File: src/rtl/fz_pkg.sv
package fz_pkg;
    localparam int N_IN      = 4;
    localparam int SET_W     = 3;
    localparam int N_SETS    = 1 << SET_W;
    localparam int DEG_W     = 8;
    localparam int WT_W      = 8;
    localparam int MAX_RULES = 64;
    localparam int ADDR_W    = $clog2(MAX_RULES);
    localparam int CNT_W     = $clog2(MAX_RULES + 1);
    localparam logic [SET_W-1:0] DONT_CARE = '1;

    typedef struct packed {
        logic [WT_W-1:0]                 weight;
        logic [SET_W-1:0]                cons;
        logic [N_IN-1:0][SET_W-1:0]      prem;
    } rule_t;

    localparam int RULE_W = $bits(rule_t);
endpackage

File: src/rtl/fz_rule_mem.sv
module fz_rule_mem #(
    parameter int DEPTH = 64,
    parameter int W     = 23,
    localparam int AW   = $clog2(DEPTH)
) (
    input  logic          clk,
    input  logic          we,
    input  logic [AW-1:0] waddr,
    input  logic [W-1:0]  wdata,
    input  logic [AW-1:0] raddr,
    output logic [W-1:0]  rdata
);
    logic [DEPTH-1:0][W-1:0] mem_d, mem_q;

    always_comb begin
        mem_d = mem_q;
        if (we) begin
            mem_d[waddr] = wdata;
        end
    end

    always_ff @(posedge clk) begin
        mem_q <= mem_d;
    end

    assign rdata = mem_q[raddr];
endmodule

File: src/rtl/fz_rule_eval.sv
module fz_rule_eval
    import fz_pkg::*;
(
    input  rule_t                      rule_i,
    input  logic [N_IN-1:0][SET_W-1:0] idx_i,
    input  logic [N_IN-1:0][DEG_W-1:0] lo_i,
    input  logic [N_IN-1:0][DEG_W-1:0] hi_i,
    output logic [N_IN-1:0][DEG_W-1:0] deg_o,
    output logic [DEG_W-1:0]           min_o,
    output logic [DEG_W-1:0]           str_o,
    output logic [SET_W-1:0]           cons_o
);
    localparam int PROD_W = DEG_W + WT_W;

    // Per-input degree rebuild: all comparisons in parallel.
    for (genvar g = 0; g < N_IN; g++) begin : g_deg
        logic [SET_W:0]   upper;
        logic [DEG_W-1:0] deg_g;
        always_comb begin
            upper = {1'b0, idx_i[g]} + 1'b1;
            if (rule_i.prem[g] == DONT_CARE) begin
                deg_g = '1;
            end else if (rule_i.prem[g] == idx_i[g]) begin
                deg_g = lo_i[g];
            end else if ({1'b0, rule_i.prem[g]} == upper) begin
                deg_g = hi_i[g];
            end else begin
                deg_g = '0;
            end
        end
        assign deg_o[g] = deg_g;
    end

    logic [PROD_W-1:0] prod;

    always_comb begin
        min_o = '1;
        for (int i = 0; i < N_IN; i++) begin
            if (deg_o[i] < min_o) begin
                min_o = deg_o[i];
            end
        end
        prod  = PROD_W'(min_o) * PROD_W'(rule_i.weight);
        str_o = prod[WT_W +: DEG_W];
    end

    assign cons_o = rule_i.cons;
endmodule

File: src/rtl/fz_rule_engine.sv
module fz_rule_engine
    import fz_pkg::*;
(
    input  logic                      clk,
    input  logic                      rst_n,
    input  logic                      rule_we,
    input  logic [ADDR_W-1:0]         rule_waddr,
    input  logic [RULE_W-1:0]         rule_wdata,
    input  logic [CNT_W-1:0]          rule_count,
    input  logic                      start,
    input  logic [N_IN*SET_W-1:0]     fz_idx,
    input  logic [N_IN*DEG_W-1:0]     fz_lo,
    input  logic [N_IN*DEG_W-1:0]     fz_hi,
    output logic [N_SETS*DEG_W-1:0]   act,
    output logic                      busy,
    output logic                      done
);
    typedef struct packed {
        logic                          busy;
        logic                          done;
        logic [ADDR_W-1:0]             ptr;
        logic [CNT_W-1:0]              cnt;
        logic [N_SETS-1:0][DEG_W-1:0]  act;
    } state_t;

    state_t st_d, st_q;

    logic [RULE_W-1:0]           rd_word;
    rule_t                       cur_rule;
    logic [N_IN-1:0][SET_W-1:0]  idx_p;
    logic [N_IN-1:0][DEG_W-1:0]  lo_p, hi_p, deg_w;
    logic [DEG_W-1:0]            min_w, str_w;
    logic [SET_W-1:0]            cons_w;
    logic [CNT_W-1:0]            cnt_clamped;

    assign idx_p    = fz_idx;
    assign lo_p     = fz_lo;
    assign hi_p     = fz_hi;
    assign cur_rule = rule_t'(rd_word);

    fz_rule_mem #(.DEPTH(MAX_RULES), .W(RULE_W)) u_mem (
        .clk   (clk),
        .we    (rule_we),
        .waddr (rule_waddr),
        .wdata (rule_wdata),
        .raddr (st_q.ptr),
        .rdata (rd_word)
    );

    fz_rule_eval u_eval (
        .rule_i (cur_rule),
        .idx_i  (idx_p),
        .lo_i   (lo_p),
        .hi_i   (hi_p),
        .deg_o  (deg_w),
        .min_o  (min_w),
        .str_o  (str_w),
        .cons_o (cons_w)
    );

    always_comb begin
        cnt_clamped = (rule_count > CNT_W'(MAX_RULES)) ? CNT_W'(MAX_RULES) : rule_count;
        st_d      = st_q;
        st_d.done = 1'b0;
        if (start) begin
            st_d.act = '0;
            st_d.ptr = '0;
            st_d.cnt = cnt_clamped;
            if (cnt_clamped == '0) begin
                st_d.busy = 1'b0;
                st_d.done = 1'b1;
            end else begin
                st_d.busy = 1'b1;
            end
        end else if (st_q.busy) begin
            if (str_w > st_q.act[cons_w]) begin
                st_d.act[cons_w] = str_w;
            end
            st_d.ptr = st_q.ptr + 1'b1;
            if (CNT_W'(st_q.ptr) + 1'b1 == st_q.cnt) begin
                st_d.busy = 1'b0;
                st_d.done = 1'b1;
            end
        end
    end

    always_ff @(posedge clk or negedge rst_n) begin
        if (!rst_n) begin
            st_q <= '0;
        end else begin
            st_q <= st_d;
        end
    end

    assign act  = st_q.act;
    assign busy = st_q.busy;
    assign done = st_q.done;

    // done lasts a single cycle
    a_r3_done_single: assert property (@(posedge clk) disable iff (!rst_n)
        st_q.done |=> !st_q.done);

    // pointer never reaches the latched count during a run
    a_r3_ptr_bound: assert property (@(posedge clk) disable iff (!rst_n)
        st_q.busy |-> (CNT_W'(st_q.ptr) < st_q.cnt));

    // start clears every activation
    a_r2_clear_on_start: assert property (@(posedge clk) disable iff (!rst_n)
        start |=> (st_q.act == '0));

    // weighting never raises a strength above the premise minimum
    a_r7_weight_bound: assert property (@(posedge clk) disable iff (!rst_n)
        st_q.busy |-> (str_w <= min_w));

    for (genvar k = 0; k < N_SETS; k++) begin : g_chk_act
        // max aggregation never lowers an activation during a run
        a_r8_no_decrease: assert property (@(posedge clk) disable iff (!rst_n)
            (st_q.busy && !start) |=> (st_q.act[k] >= $past(st_q.act[k])));
    end

    for (genvar k = 0; k < N_IN; k++) begin : g_chk_dc
        // a don't-care premise yields full degree
        a_r5_dont_care: assert property (@(posedge clk) disable iff (!rst_n)
            (st_q.busy && cur_rule.prem[k] == DONT_CARE) |-> (deg_w[k] == '1));
    end
endmodule

File: config.mk
export PLATFORM = sky130hd
export DESIGN_NAME = fz_rule_engine
export DESIGN_NICKNAME = d
export VERILOG_FILES = /design/src/rtl/fz_pkg.sv /design/src/rtl/fz_rule_mem.sv /design/src/rtl/fz_rule_eval.sv /design/src/rtl/fz_rule_engine.sv
export SDC_FILE = /design/constraint.sdc
export NUM_CORES = 2
export LEC_CHECK = 0
export BUFFER_PORTS_ARGS = -buffer_cell sky130_fd_sc_hd__buf_2
export CAP_MARGIN = 25
export CORE_ASPECT_RATIO = 1.1
export CORE_MARGIN = 8
export CORE_UTILIZATION = 60
export DETAILED_ROUTE_END_ITERATION = 8
export GPL_TIMING_DRIVEN = 0
export PLACE_DENSITY_LB_ADDON = 0.08
export SETUP_SLACK_MARGIN = 0.4
export SYNTH_ARGS = -nofsm -noshare
export SYNTH_HDL_FRONTEND = slang
export SYNTH_SLANG_ARGS = --single-unit
File: constraint.sdc
create_clock -name clk -period 28.2 [get_ports clk]
set_input_delay 1.41 -clock clk [delete_from_list [all_inputs] [get_ports clk]]
set_output_delay 1.41 -clock clk [all_outputs]
set_load 0.01 [all_outputs]
==> impl_metrics.ini <==
[status]
result_of_the_run = finished, final reports clean

[timing]
fin_tns_setup_ns = 0
rsz0062_at_grt = false
clock-skew-final_ns = 0.0229
finalWorstPathRequiredPeriod_ns = 17.80
hold_viol = 0
drv_slew = 0
worst_max_slew_pin_slew_ns = 1.15
timing.slew.headroom = 0.237
final-setup-viol-count = 0
finalWorstSetupSlack_ns = 10.40
fmax_mhz = 56.2
final_min_period_over_clock_period = 0.631

[routing]
avgRoutedWirePerCell_um = 35.3
first_iter_violations = 5773
postRouteAntennaNets = 0
drc = 0
wirelength_mm = 200
detail_route.first_pass.iterations = 7
post_drt_via_cell_ratio = 6.91
route.vias.total = 39100

[clock_network]
cts.reportedPaths.clkPinSlew_ns = 0.06
post_cts.resized_instances = 0
cts_buffer_depth = 3
cts_max_level = 4
cts_inserted_buffers = 150
clock_root_buffer = clkbuf_16
postCtsSetupRepairBufs = 0
insertion_delay_ns = 0.80
tritoncts = built
cts.sinks = 1551
cts_hold_repair.buffers = 0

[setup_path]
startpoint_type = flip-flop
worst_setup_path_end_kind = flip-flop
cp_slowest_cell = o2111ai_1
timing.critical_path.arrival_ns = 18.47
critPathMaxStageDelay_ns = 0.92
critical_path_peak_fanout = 10
criticalPathCategory = flip-flop to flip-flop
crit_required_ns = 28.87

[power_and_ir_drop]
pwr-share-clk = 0.240
power.ir.vdd_worst_mv = 0.690
net_switching_component_of_the_power_w = 0.00316
powerDensity_nw_per_um2 = 105
power.internal_w = 0.00479
comb_power_share = 0.436
swShare = 0.397
power.leakage_nw = 25.8
seq_power_share = 0.323

[synth]
ys_seq_area_frac = 0.704
post_synth_inst_count = 3671
post_synth_num_cell_types = 98
synth_fp_nets = 3888
post_synth_instance_area_um2 = 65600
ys_seq_elements = 1551
syn_avg_cell_area_um2 = 17.9
yosysWarningCount = 0
synth-main-ff-cell = edfxtp_1
async_flop_share = 0.0509
synth_largest_area_cell = edfxtp_1
synthTopCellsByArea = edfxtp_1 67%, mux4_2 7.2%, mux2i_1 5.1%
yosysTopAreaCellShare = 0.674
synth_edf_count = 1472

[floorplanning]
die_area_um2 = 120000
die_width_um = 331
initial_core_util = 0.603
ios = 182
die_height_um = 363
coreArea_um2 = 109000
site_rows = 127

[layout]
instances_no_fill = 5656
drive_above_1_share = 0.234
fillCellCount = 6971
fin_nets = 4333
syn_to_final_growth_pct = 15.0

[place]
preCtsSetupSlack_ns = 10.47
placedCellCount = 5366
port_buffers = 174
detailedPlacementHpwl_mm = 134
gp_congestion = 0.918

[global_route]
grt_max_degree = 65
antenna_violations_before_repair = 4
first_global_vias = 38200
grt.overflow.total = 0
groute.usage.overall = 0.331
grt_first_pass_wirelength_mm = 278

[flow_run]
cap_viol_max_count = 0

[min_path]
holdCritPathClass = flip-flop to flip-flop
==> cell usage after synthesis (all sizes together), types with 24 or more instances <==
library cell and number:
and2 70, edfxtp 1472, mux2i 336, a221oi 85
dfrtp 79, nand3 56, inv 79, o21ai 72
mux4 220, a21oi 72, o221ai 41, ha 66
a22oi 85, nor3 28, a22o 51, fa 35
nand4 24, buf 168, clkbuf 86, nor2 117
nand2 124
==> state kept, by name, summed over array words and instances (netlist names) <==
register,flops
st_q,13
busy,1
done,1
act,64
u_mem.mem_q,1472
==> final cells by class <==
type	count	area [µm²]	area share
tap	1419	1780	0.0235
inverter	82	308	0.00408
timing repair buffer	293	3020	0.0400
clock inverter	87	697	0.00924
antenna	3	7.51	0.0000996
clock buffer	183	3880	0.0514
buffer	254	1650	0.0219
multi-input combinational	1784	17900	0.237
sequential	1551	46200	0.612
==> through the flow <==
| step | util | area, µm² | power, W | hold WS, ns |
|---|---|---|---|---|
| 5_1_grt | 0.694 | 75400 | 0.00839 | 0.530 |
| 2_1_floorplan | - | 65600 | 0.00494 | 0.467 |
| 6_report | 0.694 | 75400 | 0.00794 | 0.525 |
| 4_1_cts | 0.691 | 75100 | 0.00794 | 0.516 |
| 3_5_place_dp | 0.649 | 70500 | 0.00605 | 0.499 |
| 3_3_place_gp | 0.627 | 68200 | 0.00600 | 0.503 |
==> worst paths after layout <==
path	startpoint	endpoint	slack [ns]	cells after the start
worst max-delay path	st_q[73]$_DFFE_PN0N_	act[5]$_DFFE_PN0P_	10.40	60
min in group asynchronous	rst_n	act[43]$_DFFE_PN0P_	0.55	1
worst max register to register	st_q[73]$_DFFE_PN0N_	act[5]$_DFFE_PN0P_	10.40	60
max in group asynchronous	rst_n	st_q[75]$_DFFE_PN0N_	27.05	2
worst min-delay path	st_q[69]$_DFFE_PN0P_	st_q[69]$_DFFE_PN0P_	0.52	1
worst min register to register	st_q[69]$_DFFE_PN0P_	st_q[69]$_DFFE_PN0P_	0.52	1
==> logic make-up (layout without fill, tap and decap cells) <==
| logic type | Yosys count | in the layout | synth area share |
|---|---|---|---|
| AO/OA/AOI/OAI | 571 | 571 | 0.0671 |
| flip-flops | 1551 | 1551 | 0.704 |
| AND/OR/NAND/NOR | 501 | 501 | 0.0384 |
| multiplexers | 575 | 575 | 0.131 |
| buffers and inverters | 336 | 899 | 0.0299 |
| XOR/XNOR | 36 | 36 | 0.00620 |
| adder cells (fa/ha/maj) | 101 | 101 | 0.0233 |
| other | 0 | 3 | 0 |
==> per-layer routing <==
| layer | share of wire | GRT usage |
|---|---|---|
| met1 | 0.37 | 0.454 |
| met2 | 0.46 | 0.507 |
| met3 | 0.13 | 0.0943 |
| met4 | 0.043 | 0.127 |
| met5 | 0.00021 | 0.00246 |
==> power by group through the flow <==
stage / logic, W / clock network, W / registers [W]
after floorplan: 0.00233 / 0 / 0.00261
after global placement: 0.00338 / 0 / 0.00262
after detailed placement: 0.00343 / 0 / 0.00262
after CTS: 0.00346 / 0.00192 / 0.00257
after global routing: 0.00381 / 0.00200 / 0.00257
final: 0.00347 / 0.00191 / 0.00257
==> worst max-delay path, delay by kind of cell, from the launching register on <==
kind	cells	cell delay (ns)
adder cells (fa/ha/maj)	9	3.51
AO/OA/AOI/OAI	22	5.67
XOR/XNOR	1	0.69
AND/OR/NAND/NOR	12	2.46
buffers and inverters	11	3.09
flip-flops	1	0.31
multiplexers	5	1.87
==> cells in the final DEF, fill, tap and decap left out, types with 51 or more instances in the layout <==
cell type,count
o21ai_0,62
mux4_2,211
buf_12,67
clkbuf_16,150
and2_1,67
dfrtp_1,79
inv_1,78
buf_2,210
nor2_4,57
a22oi_1,84
mux2i_1,336
a21oi_1,70
buf_4,96
nand3_1,55
nand2_1,123
ha_1,66
a221oi_1,82
a22o_1,51
nor2_1,59
clkbuf_1,119
edfxtp_1,1472
Note: power is estimated with default switching activity, not from simulation.
